### src/rtl/pbus_pkg.sv
package pbus_pkg;
  localparam int REG_DATA = 0;
  localparam int REG_CTRL = 1;
  localparam int REG_STAT = 2;
  localparam int REG_SCR  = 3;
  localparam int IE_BIT   = 0;
  localparam int FLAG_BIT = 7;
endpackage

### src/rtl/pbus_qualify.sv
// Builds the qualified phase and write strobe from bus inputs sampled on clk.
// The qualified phase rises only after SETTLE stable cycles and drops at once.
module pbus_qualify #(
  parameter int ADDR_W = 2,
  parameter int DATA_W = 8,
  parameter int SETTLE = 2
) (
  input  logic              clk,
  input  logic              rst_n,
  input  logic              phi2,
  input  logic              cs,
  input  logic              rw,
  input  logic [ADDR_W-1:0] addr,
  input  logic [DATA_W-1:0] din,
  output logic              commit,
  output logic [ADDR_W-1:0] commit_addr,
  output logic [DATA_W-1:0] commit_data
);
  localparam int CNT_W = $clog2(SETTLE + 1) + 1;

  logic              phi2_d, cs_d, rw_d;
  logic [ADDR_W-1:0] addr_d;
  logic [CNT_W-1:0]  cnt;
  logic              stable, phase_q, strobe, pend;

  // inputs unchanged since the previous edge, phase held high
  assign stable  = phi2 && phi2_d && (cs == cs_d) && (rw == rw_d) && (addr == addr_d);
  // qualified phase: late rise, immediate fall with phi2 or any disturbance
  assign phase_q = stable && (cnt >= CNT_W'(SETTLE));
  assign strobe  = phase_q && cs && !rw;
  assign commit  = !phi2 && pend;

  always_ff @(posedge clk or negedge rst_n) begin
    if (!rst_n) begin
      phi2_d <= 1'b0;
      cs_d   <= 1'b0;
      rw_d   <= 1'b1;
      addr_d <= '0;
      cnt    <= '0;
    end else begin
      phi2_d <= phi2;
      cs_d   <= cs;
      rw_d   <= rw;
      addr_d <= addr;
      if (!stable)
        cnt <= '0;
      else if (cnt < CNT_W'(SETTLE))
        cnt <= cnt + 1'b1;
    end
  end

  always_ff @(posedge clk or negedge rst_n) begin
    if (!rst_n) begin
      pend        <= 1'b0;
      commit_addr <= '0;
      commit_data <= '0;
    end else if (phi2) begin
      if (strobe) begin
        pend        <= 1'b1;
        commit_addr <= addr;
        commit_data <= din;
      end else begin
        pend <= 1'b0;
      end
    end else begin
      pend <= 1'b0;
    end
  end
endmodule

### src/rtl/pbus_regs.sv
// Register file: plain byte registers plus the status register with its flag.
module pbus_regs
  import pbus_pkg::*;
#(
  parameter int ADDR_W = 2,
  parameter int DATA_W = 8
) (
  input  logic                            clk,
  input  logic                            rst_n,
  input  logic                            commit,
  input  logic [ADDR_W-1:0]               commit_addr,
  input  logic [DATA_W-1:0]               commit_data,
  input  logic                            evt,
  output logic [(2**ADDR_W)-1:0][DATA_W-1:0] view,
  output logic                            irq_n
);
  localparam int NREG = 2 ** ADDR_W;

  logic flag;

  for (genvar g = 0; g < NREG; g++) begin : g_reg
    if (g == REG_STAT) begin : g_stat
      logic clr;
      assign clr = commit && (commit_addr == ADDR_W'(g)) && commit_data[FLAG_BIT];
      always_ff @(posedge clk or negedge rst_n) begin
        if (!rst_n)    flag <= 1'b0;
        else if (evt)  flag <= 1'b1;
        else if (clr)  flag <= 1'b0;
      end
      always_comb begin
        view[g]           = '0;
        view[g][FLAG_BIT] = flag;
      end
    end else begin : g_plain
      logic [DATA_W-1:0] r;
      always_ff @(posedge clk or negedge rst_n) begin
        if (!rst_n)
          r <= '0;
        else if (commit && (commit_addr == ADDR_W'(g)))
          r <= commit_data;
      end
      assign view[g] = r;
    end
  end

  assign irq_n = !(flag && view[REG_CTRL][IE_BIT]);
endmodule

### src/rtl/pbus_rdmux.sv
// Combinational read path: data follows the address, enable gated by phase.
module pbus_rdmux #(
  parameter int ADDR_W = 2,
  parameter int DATA_W = 8
) (
  input  logic [(2**ADDR_W)-1:0][DATA_W-1:0] view,
  input  logic [ADDR_W-1:0]               addr,
  input  logic                            phi2,
  input  logic                            cs,
  input  logic                            rw,
  output logic [DATA_W-1:0]               dout,
  output logic                            oe
);
  assign dout = view[addr];
  assign oe   = phi2 && cs && rw;
endmodule

### src/rtl/pbus_reg_slave.sv
module pbus_reg_slave
  import pbus_pkg::*;
#(
  parameter int ADDR_W = 2,
  parameter int DATA_W = 8,
  parameter int SETTLE = 2
) (
  input  logic              clk,
  input  logic              rst_n,
  input  logic              phi2,
  input  logic              cs,
  input  logic              rw,
  input  logic [ADDR_W-1:0] addr,
  input  logic [DATA_W-1:0] din,
  input  logic              evt,
  output logic [DATA_W-1:0] dout,
  output logic              oe,
  output logic              irq_n
);
  localparam int NREG = 2 ** ADDR_W;

  logic                         wr_commit;
  logic [ADDR_W-1:0]            wr_addr;
  logic [DATA_W-1:0]            wr_data;
  logic [NREG-1:0][DATA_W-1:0]  reg_view;
  logic                         stat_flag;
  logic                         ctrl_ie;
  logic [DATA_W-1:0]            reg_data0;

  assign stat_flag = reg_view[REG_STAT][FLAG_BIT];
  assign ctrl_ie   = reg_view[REG_CTRL][IE_BIT];
  assign reg_data0 = reg_view[REG_DATA];

  pbus_qualify #(.ADDR_W(ADDR_W), .DATA_W(DATA_W), .SETTLE(SETTLE)) u_qual (
    .clk(clk), .rst_n(rst_n), .phi2(phi2), .cs(cs), .rw(rw), .addr(addr),
    .din(din), .commit(wr_commit), .commit_addr(wr_addr), .commit_data(wr_data)
  );

  pbus_regs #(.ADDR_W(ADDR_W), .DATA_W(DATA_W)) u_regs (
    .clk(clk), .rst_n(rst_n), .commit(wr_commit), .commit_addr(wr_addr),
    .commit_data(wr_data), .evt(evt), .view(reg_view), .irq_n(irq_n)
  );

  pbus_rdmux #(.ADDR_W(ADDR_W), .DATA_W(DATA_W)) u_rd (
    .view(reg_view), .addr(addr), .phi2(phi2), .cs(cs), .rw(rw),
    .dout(dout), .oe(oe)
  );
endmodule

### config.mk
export PLATFORM = sky130hd
export DESIGN_NAME = pbus_reg_slave
export DESIGN_NICKNAME = d
export VERILOG_FILES = /design/src/rtl/pbus_pkg.sv /design/src/rtl/pbus_qualify.sv /design/src/rtl/pbus_regs.sv /design/src/rtl/pbus_rdmux.sv /design/src/rtl/pbus_reg_slave.sv
export SDC_FILE = /design/constraint.sdc
export NUM_CORES = 1
export LEC_CHECK = 0
export ABC_CLOCK_PERIOD_IN_PS = 4900
export CORE_UTILIZATION = 58
export CTS_BUF_LIST = sky130_fd_sc_hd__clkbuf_8 sky130_fd_sc_hd__clkbuf_16
export DETAILED_ROUTE_END_ITERATION = 7
export HOLD_SLACK_MARGIN = 0.15
export PLACE_DENSITY = 0.88
export SYNTH_ARGS = -nofsm -noshare
export SYNTH_HDL_FRONTEND = slang
export SYNTH_HIERARCHICAL = 1
export SYNTH_SLANG_ARGS = --single-unit
### constraint.sdc
create_clock -name clk -period 4.9 [get_ports clk]
set_input_delay 0.98 -clock clk [delete_from_list [all_inputs] [get_ports clk]]
set_output_delay 0.98 -clock clk [all_outputs]
set_load 0.01 [all_outputs]
==> flow_metrics.env <==
export IMPL_final_area_mm2=0.00238
export IMPL_whs_ns=0.507
export IMPL_vias=1100
export IMPL_syn_area_mm2=0.00205
export IMPL_min_path_cells=1
export IMPL_crit_chain="clkdlybuf4s50_1 -> mux4_2 -> clkdlybuf4s50_1"
export IMPL_reg2reg_depth=4
export IMPL_drive_gt1_share_pct=36.3
export IMPL_yosys_warnings=6
export IMPL_slew_headroom_pct=37.2
export IMPL_worstPathArrival_ns=3.01
export IMPL_holdBufCountCts=0
export IMPL_final_cell_mix="dfrtp_1, mux2_2, clkdlybuf4s50_1"
export IMPL_hpwlAfterDp_mm=2.33
export IMPL_final_common_cell="dfrtp_1"
export IMPL_clock_sinks=44
export IMPL_cp_depth=3
export IMPL_io_pins=26
export IMPL_placed_area_mm2=0.00228
export IMPL_grt_pass1_vias=1149
export IMPL_fin_nets=177
export IMPL_grt_max_degree=45
export IMPL_fin_ws_ns=0.909
export IMPL_status="finished clean"
export IMPL_fillers=263
export IMPL_synthToLayoutAreaGrowth_pct=16.1
export IMPL_dp_slack_ns=0.872
export IMPL_cts_buffers=5
export IMPL_cp_start_kind="input pin"
export IMPL_crit_path_top_delay_cell="clkdlybuf4s50_1"
export IMPL_ys_seq_area_share_pct=53.9
export IMPL_worstMarginPinSlew_ns=0.942
export IMPL_finalWirelength_mm=3.42
export IMPL_antenna_cells=0
export IMPL_clkLatencyLatePin_ns=0.29
export IMPL_antenna_found_initial=0
export IMPL_cts_root_buf="clkbuf_8"
export IMPL_coreArea_mm2=0.00336
export IMPL_cp_top_family="buffers and inverters"
export IMPL_rsz0062_at_grt="false"
export IMPL_required_ns=3.92
export IMPL_synth_cells=132
export IMPL_route_detailed_drc=0
export IMPL_gp_congestion=0.660
export IMPL_tns_ns=0
export IMPL_initialDrtViolationCount=35
export IMPL_ant_nets=0
export IMPL_dieHeight_um=61.4
export IMPL_multi_input_area_um2=865
export IMPL_setup_viol=0
export IMPL_irDropWorstVdd_mv=0.203
export IMPL_period_share_pct=81.5
export IMPL_period_minus_slack_ns=3.99
export IMPL_async_reset_ff_share_pct=100
export IMPL_cts_max_path_buffers=2
export IMPL_vias_per_cell=5.34
export IMPL_syn_mean_instance_area_um2=15.5
export IMPL_dieWidth_um=61.4
export IMPL_maxSlewViolCount=0
export IMPL_ff_latch_area_mm2=0.00110
export IMPL_grt_pass1_wl_mm=5.27
export IMPL_path_max_fanout=12
export IMPL_power_density_mw_per_mm2=269
export IMPL_rows=21
export IMPL_ys_flop_type="dfrtp_1"
export IMPL_fin_worst_skew_ns=0.00345
export IMPL_synth_seq_cells=44
export IMPL_clk_pin_slew_ns=0.07
export IMPL_htree_levels=2
export IMPL_path_common_cell="clkdlybuf4s50_1"
export IMPL_crit_type="in -> out"
export IMPL_overflow=0
export IMPL_hold_violations=0
export IMPL_max_freq_ghz=0.251
export IMPL_post_cts_resized=0
export IMPL_crit_buf_inv=2
export IMPL_wl_per_cell_um=16.6
export IMPL_postCtsSetupBuffers=0
export IMPL_synth_cell_types=27
export IMPL_leakagePower_uw=0.00114
export IMPL_io_buffers=25
export IMPL_hold_class="reg -> reg"
export IMPL_cp_end_kind="primary output"
export IMPL_initial_core_util_pct=60.9
export IMPL_critPathMaxStageDelay_ns=0.94
export IMPL_synth_edf_count=0
export IMPL_grtUsageTotal_pct=20.6
export IMPL_first_pass_iters=4
export IMPL_dieArea_mm2=0.00377
export IMPL_drv_cap=0
export IMPL_cts_tree="yes"
==> layer usage <==
| layer | wire [µm] | track usage (%) | share of wire [%] |
|---|---|---|---|
| met2 | 1770 | 34.2 | 52 |
| met1 | 1460 | 25.7 | 43 |
| met3 | 148 | 6.93 | 4.3 |
| met5 | 0 | 0 | 0 |
| met4 | 34 | 6.98 | 1.0 |
==> kinds of logic (layout without fill, tap and decap cells) <==
group	Yosys count	count (layout)	synth area share (%)
simple gates	22	22	7.21
flops	44	44	53.9
buf+inv	15	37	5.01
compound gates	4	4	2.51
xor+xnor	2	2	0.856
fa+ha+maj	2	2	1.22
mux	42	42	29.2
other cells	1	7	0.183
==> cells in the mapped netlist (2+ instances only) <==
library cell | instances | share of area (%)
buf_4 | 8 | 2.9
buf_6 | 2 | 1.1
dfrtp_1 | 43 | 53
ha_1 | 2 | 1.2
inv_1 | 4 | 0.73
mux2_2 | 25 | 14
mux2_4 | 9 | 6.6
mux4_2 | 8 | 8.8
nand2_1 | 3 | 0.55
nand2b_1 | 2 | 0.61
nand3_2 | 2 | 0.98
nor2_1 | 6 | 1.1
nor2b_1 | 3 | 0.92
xnor2_1 | 2 | 0.86
==> final timing paths <==
kind | startpoint | end | slack, ns
worst min register to register | u_regs/g_reg[1].g_plain.r[2] | u_regs/g_reg[1].g_plain.r[2] | 0.51
worst max register to register | u_qual/addr_d[0] | u_qual/commit_addr[1] | 2.98
worst min-delay path | u_regs/g_reg[1].g_plain.r[2] | u_regs/g_reg[1].g_plain.r[2] | 0.51
min in group asynchronous | rst_n | u_regs/g_reg[3].g_plain.r[3] | 0.82
max in group asynchronous | rst_n | u_regs/g_reg[3].g_plain.r[6] | 3.48
worst max-delay path | addr[0] | dout[5] | 0.91
==> worst reg2reg max path, cell delays in order, from the launching register on <==
cell	delay [ns]
dfrtp_1	0.38
nor2b_1	0.15
a2111oi_4	0.39
nand3_2	0.45
mux2_4	0.44
==> area by class of cell <==
| cell class | count | share of cell area [%] |
|---|---|---|
| flip-flops and latches | 44 | 46.4 |
| multi-input cells | 79 | 36.4 |
| repair buffers | 25 | 10.3 |
| clock buffers | 6 | 3.47 |
| well taps | 46 | 2.42 |
| inverters | 4 | 0.632 |
| clock inverters | 2 | 0.421 |
==> stage by stage <==
stage	utilization, %	total power, µW	cells
detailed placement	67.9	419	198
floorplan	-	395	138
finish	70.7	639	206
global route	70.7	665	206
CTS	70.7	643	206
global placement	67.9	418	198
==> report_power, final <==
part,switching (µW),internal [µW]
clock network,115,112
registers,0.968,365
logic,20.9,24.0
total,137,502
==> sequential cells by signal (all words and copies together), names as in the netlist, 2 cells and up <==
register            count
u_regs/g.g_plain.r     24
u_qual/commit_data      8
u_qual/cnt              3
u_qual/addr_d           2
u_qual/commit_addr      2
Power figures use the tool's default switching activity.
